**src/rtl/irq_toggle_ctrl.sv**
```systemverilog
module irq_toggle_ctrl #(
  parameter int NREQ      = 16,
  parameter int NSEC      = 2,
  parameter int AW        = 16,
  parameter int DW        = 32,
  parameter int SEC_BASE  = 8,
  parameter int SEC_STEP  = 2,
  parameter int CASC_LINE = 1,
  parameter logic [AW-1:0] STAT_ADDR = 16'hF000,
  parameter logic [AW-1:0] MASK_ADDR = 16'hF010,
  parameter logic [AW-1:0] FLAG_ADDR = 16'hF230
) (
  input  logic            clk,
  input  logic            rst_n,
  input  logic [NREQ-1:0] req_i,
  input  logic [NSEC-1:0] sec_req_i,
  input  logic            reg_wr,
  input  logic [AW-1:0]   reg_addr,
  input  logic [DW-1:0]   reg_wdata,
  output logic [DW-1:0]   reg_rdata,
  output logic            cpu_irq
);
  logic [NREQ-1:0] status_q, mask_q, req_q, req_eff, req_rise, stat_clr;
  logic [NSEC-1:0] flag_q, sec_q, sec_rise, flag_clr;
  logic [DW-1:0]   flag_word;
  logic            wr_stat, wr_mask, wr_flag;

  assign wr_stat = reg_wr && (reg_addr == STAT_ADDR);
  assign wr_mask = reg_wr && (reg_addr == MASK_ADDR);
  assign wr_flag = reg_wr && (reg_addr == FLAG_ADDR);

  always_comb begin
    req_eff = req_i;
    req_eff[CASC_LINE] = req_i[CASC_LINE] | (|flag_q);
  end

  assign req_rise = req_eff & ~req_q;
  assign sec_rise = sec_req_i & ~sec_q;
  assign stat_clr = wr_stat ? reg_wdata[NREQ-1:0] : '0;

  always_comb begin
    flag_word = '0;
    flag_clr  = '0;
    for (int i = 0; i < NSEC; i++) begin
      flag_word[SEC_BASE + SEC_STEP*i] = flag_q[i];
      flag_clr[i] = wr_flag & reg_wdata[SEC_BASE + SEC_STEP*i];
    end
  end

  always_ff @(posedge clk) begin
    if (!rst_n) begin
      status_q <= '0;
      mask_q   <= '0;
      req_q    <= '0;
      flag_q   <= '0;
      sec_q    <= '0;
    end else begin
      req_q    <= req_eff;
      sec_q    <= sec_req_i;
      status_q <= (status_q & ~stat_clr) | req_rise;
      flag_q   <= (flag_q & ~flag_clr) | sec_rise;
      if (wr_mask)
        mask_q <= mask_q ^ reg_wdata[NREQ-1:0];
    end
  end

  always_comb begin
    reg_rdata = '0;
    case (reg_addr)
      STAT_ADDR: reg_rdata[NREQ-1:0] = status_q;
      MASK_ADDR: reg_rdata[NREQ-1:0] = mask_q;
      FLAG_ADDR: reg_rdata = flag_word;
      default:   reg_rdata = '0;
    endcase
  end

  assign cpu_irq = |(status_q & mask_q);
endmodule

```
**config.mk**
```make
export PLATFORM = sky130hd
export DESIGN_NAME = irq_toggle_ctrl
export DESIGN_NICKNAME = d
export VERILOG_FILES = /design/src/rtl/irq_toggle_ctrl.sv
export SDC_FILE = /design/constraint.sdc
export NUM_CORES = 1
export LEC_CHECK = 0
export BUFFER_PORTS_ARGS = -buffer_cell sky130_fd_sc_hd__buf_2
export CELL_PAD_IN_SITES_DETAIL_PLACEMENT = 0
export CELL_PAD_IN_SITES_GLOBAL_PLACEMENT = 2
export CORE_MARGIN = 1.5
export CORE_UTILIZATION = 29
export CTS_CLUSTER_DIAMETER = 80
export DETAILED_ROUTE_END_ITERATION = 7
export PLACE_DENSITY = 0.94
export SLEW_MARGIN = 0
export SYNTH_ARGS = -nofsm -noshare
export SYNTH_HDL_FRONTEND = slang
export SYNTH_SLANG_ARGS = --single-unit
```
**constraint.sdc**
```tcl
create_clock -name clk -period 4.8 [get_ports clk]
set_input_delay 0.72 -clock clk [delete_from_list [all_inputs] [get_ports clk]]
set_output_delay 0.72 -clock clk [all_outputs]
set_load 0.01 [all_outputs]
```
After elaboration in Yosys (flattened, before gate mapping)
Cells that the tools add are included.
W data, S select, Z words.
- bits in registers: 52
- logic and storage cells: 30
- input port bits: 69
- output and inout bits: 33
- multiplexer cells: 2
- reduce and logical (&&, ||, !) cells: 5
- equal/unequal tests: 3
- bitwise gates (word level): 15
- operators with widths (cell ; count):
    $and A16 B16 Y16 ; 3
    $eq A16 B16 Y1 const B ; 3
    $pmux W16 S3 ; 1
    $not A16 Y16 ; 2
    $mux W16 ; 1
    $or A16 B16 Y16 ; 1
    $reduce_or A16 Y1 ; 1
    $xor A16 B16 Y16 ; 1
    $and A2 B2 Y2 ; 2
    $not A2 Y2 ; 2
    $logic_and A1 B1 Y1 ; 3
    $and A1 B1 Y1 ; 2
    $or A2 B2 Y2 ; 1
    $reduce_or A2 Y1 ; 1
    $or A1 B1 Y1 ; 1

Depth between registers and ports, before layout
- depth after elaboration: 6
- mapped depth: 6
- gate-level depth less buffers: 4

Worst setup path after synthesis
Ideal clock, no wire load.
- path type: input-to-output
- from: input reg_addr[1]
- to: output reg_rdata[11]
- slack: 1661 ps
- data arrival time: 2419 ps
- path buffers: 1
- data required time: 4080 ps
- stages on the path: 4
- cell sequence: or4_4 -> nor4_1 -> buf_2 -> a22o_1
- cells in the longest elaborated chain, start to end: 2
- elaborated cells on any way between the ends: 4
- those cells by class: eq/ne: 3; mux: 1
- ends and longest elaborated chain (item ; line ; text):
    start: declaration ; 18 ; input logic [AW-1:0] reg_addr,
    $eq A16 B16 Y1 ; 69 ; case (reg_addr)
    $pmux W16 S3 (*) ; 69 ;
    end: declaration ; 20 ; output logic [DW-1:0] reg_rdata,
Every way passes the cells marked *; elsewhere a longest branch is shown, timed or not.

Worst setup path after layout
- from: input reg_addr[1]
- to: output reg_rdata[8]
The elaborated chain is that of the path after synthesis.

==> summary.txt <==
Run status
  – Status: complete, no violations

Cells and area
  – Layout cells sized above 1: approximately a quarter
  – Synthesis-to-layout area growth: 20.08%
  – Area of the multi-input gates: 1202 µm²
  – Post-route cell area: 2858 µm²
  – Final nets: 391
  – Commonest non-fill, non-tap cell in the layout: buf_2
  – Reg area: 1041 µm²
  – Filler Cells Inserted: 852
  – Most frequent cells in the layout: buf_2, dfxtp_1, o21ai_0, a22o_1
  – Ant. Diodes: 0

Synthesis
  – FF+latch count, synth: between 50 and 60
  – Ys flop type: dfxtp_1
  – Post-synthesis cell count: between 200 and 300
  – Netlist Area Pre-Place: roughly 2400 µm²
  – Ys Warns: 0
  – Yosys cell types: 29
  – Async SR Flop Fraction: 0%
  – Seq/Total Area, Yosys: a little over two fifths
  – Syn Area/Cell: about 9.2 µm²
  – Post-synth EDFFs: 0

CTS
  – CTS tree: done
  – CTS Buffer Depth: 2
  – TritonCTS buffer count: 5
  – Post_cts resized: 0
  – Clk Tree Root Cell: clkbuf_8
  – TritonCTS Sinks: 52
  – H-tree levels: 2
  – Hold Buf Count CTS: 0
  – Clock Latency Late Sink: 0.30 ns
  – Clock slew at reported path FFs: 0.09 ns
  – Postcts setup bufs: 0

Setup path
  – Critical Path Max Stage Delay: 0.71 ns
  – Crit-path cells: buf_2, or4_4, nor4_1, a222oi_1, inv_1, buf_2
  – CP Launch Type: input port
  – Crit. End Element: output port
  – Critical Path RT: 4.08 ns
  – CP max-delay cell: nor4_1
  – Critical path arrival: approximately 2.5 ns
  – Worst-path maximum fanout: 5
  – Setup CP Type: input port to output port
  – Critical path's top delay family: simple AND/OR/NAND/NOR gates
  – Worst Path Buf+Inv: 3
  – Crit-path most repeated cell: buf_2

Timing
  – Final period utilization: 66.66%
  – Clock skew: 0.002074 ns
  – Setup violators final: 0
  – Max_slew headroom: between 40% and 50%
  – Fmax: 312.5 MHz
  – Worst-Margin Slew: 0.7667 ns
  – Final Hold Viols: 0
  – Fin. max-slew vios: 0
  – TNS Setup: 0 ns
  – RSZ-0062 raised after global routing: no
  – Min Tclk post-route: approximately 3.2 ns

Routing
  – Vias/cell: roughly 4.8
  – Post-DR wirelength/cell: 13.68 µm
  – Remaining DRCs: 0
  – DR vias: 2061
  – First drt pass iteration count: 5
  – Antenna Nets Post-Route: 0
  – Routed WL: 5.812 mm
  – Detailed router's first-iteration violation count: 90

Global routing
  – Aggregate global-route resource usage: ~13%
  – Grt ovf: 0
  – Largest net degree at the start of global routing: 53
  – Initial antenna violation count: 0
  – Global-route wire length before repair: approximately 9 mm
  – Vias in the first global route: about 1900

Power and ir drop
  – Leakage: 1.204 nW
  – Pwr Density: 292.9 nW/µm²
  – Worst VDD drop: 115.8 µV

Floorplanning
  – Die Y: 93.59 µm
  – Die X: 93.59 µm
  – Row count: 32
  – Num ports: 102
  – Core area: between 7000 and 8000 µm²
  – Total die area: 8758 µm²
  – Starting density of the core: 30.33%

Placed design
  – Dpl hpwl: 4.001 mm
  – IO Port Bufs: 69
  – Area after DPL: between 2000 and 3000 µm²
  – Placer Congestion: 0.7211

Worst hold path
  – HP Class: flop to flop

Job
  – Max-cap check violation count: 0
[logic make-up (layout without fill, tap and decap cells)]
| family | count (synthesis) | in the layout | share of synthesized area, % |
|---|---|---|---|
| AOI/OAI and AO/OA | 92 | 92 | 27.08 |
| buffers and inverters | 34 | 83 | 8.623 |
| other | 1 | 16 | 0.1576 |
| and+or+nand+nor | 80 | 80 | 20.40 |
| DFF | 52 | 52 | 43.74 |
[stage by stage]
step	power (mW)	setup WS [ns]	std cells	hold WS, ns	util [%]
5_1_grt	0.8778	1.395	425	0.5144	36.42
2_1_floorplan	0.5195	1.661	274	0.4488	-
4_1_cts	0.8526	1.591	425	0.4836	36.42
3_5_place_dp	0.5441	1.598	417	0.4670	35.00
3_3_place_gp	0.5419	1.619	417	0.4639	35.00
6_report	0.8371	1.600	425	0.4771	36.42
[area by class of cell]
| class | instances | area share (%) |
|---|---|---|
| Inverter | 4 | 0.5254 |
| Tap cell | 102 | 4.466 |
| Timing Repair Buffer | 71 | 12.61 |
| Clock buffer | 5 | 2.408 |
| Clock inverter | 3 | 1.489 |
| Sequential cell | 52 | 36.43 |
| Multi-Input combinational cell | 188 | 42.08 |
[final timing paths]
check,slack (ns),depth (start not counted),to,start
worst max-delay path,1.60,6,reg_rdata[8],reg_addr[1]
worst min-delay path,0.48,2,status_q[1],req_q[1]
worst max register to register,3.86,2,mask_q[1],mask_q[1]
worst min register to register,0.48,2,status_q[1],req_q[1]
[routing by layer]
metal | global-route usage, % | up-vias | part of all wire [%] | wire length, µm
li1 | - | 1029 | - | -
met5 | 0 | - | 0 | 0
met3 | 3.659 | 7 | 8.1 | 470
met4 | 3.358 | 0 | 1.0 | 61
met1 | 17.64 | 953 | 45 | 2616
met2 | 21.74 | 72 | 46 | 2663
[worst register-to-register path: cells and delay by family (launching register included)]
kind	cells	cell delay (ns)
AO/OA/AOI/OAI	1	0.16
flip-flops	1	0.35
AND/OR/NAND/NOR	1	0.37
[flip-flops by register name (all words and copies together), names as in the netlist]
signal	cells
sec_q	2
req_q	16
status_q	16
mask_q	16
flag_q	2
[power by group]
part	internal, mW	total (mW)	switching (mW)
Sequential	0.452	0.462	0.0105
Clock	0.155	0.304	0.150
Combinational	0.0350	0.0707	0.0357
[Yosys cell counts, types with 3 or more instances]
| cell | number | share of area (%) |
|---|---|---|
| a221oi_1 | 4 | 1.5 |
| a21boi_1 | 16 | 5.0 |
| a21boi_0 | 15 | 4.7 |
| a22o_1 | 18 | 6.6 |
| buf_4 | 16 | 5.0 |
| nor4_1 | 3 | 0.79 |
| inv_1 | 4 | 0.63 |
| o21ai_0 | 31 | 6.5 |
| and2_1 | 17 | 4.5 |
| or3_1 | 16 | 4.2 |
| nand2b_1 | 16 | 4.2 |
| nand2_1 | 17 | 2.7 |
| clkbuf_1 | 10 | 1.6 |
| dfxtp_1 | 52 | 44 |
(Power assumes the default switching activity.)
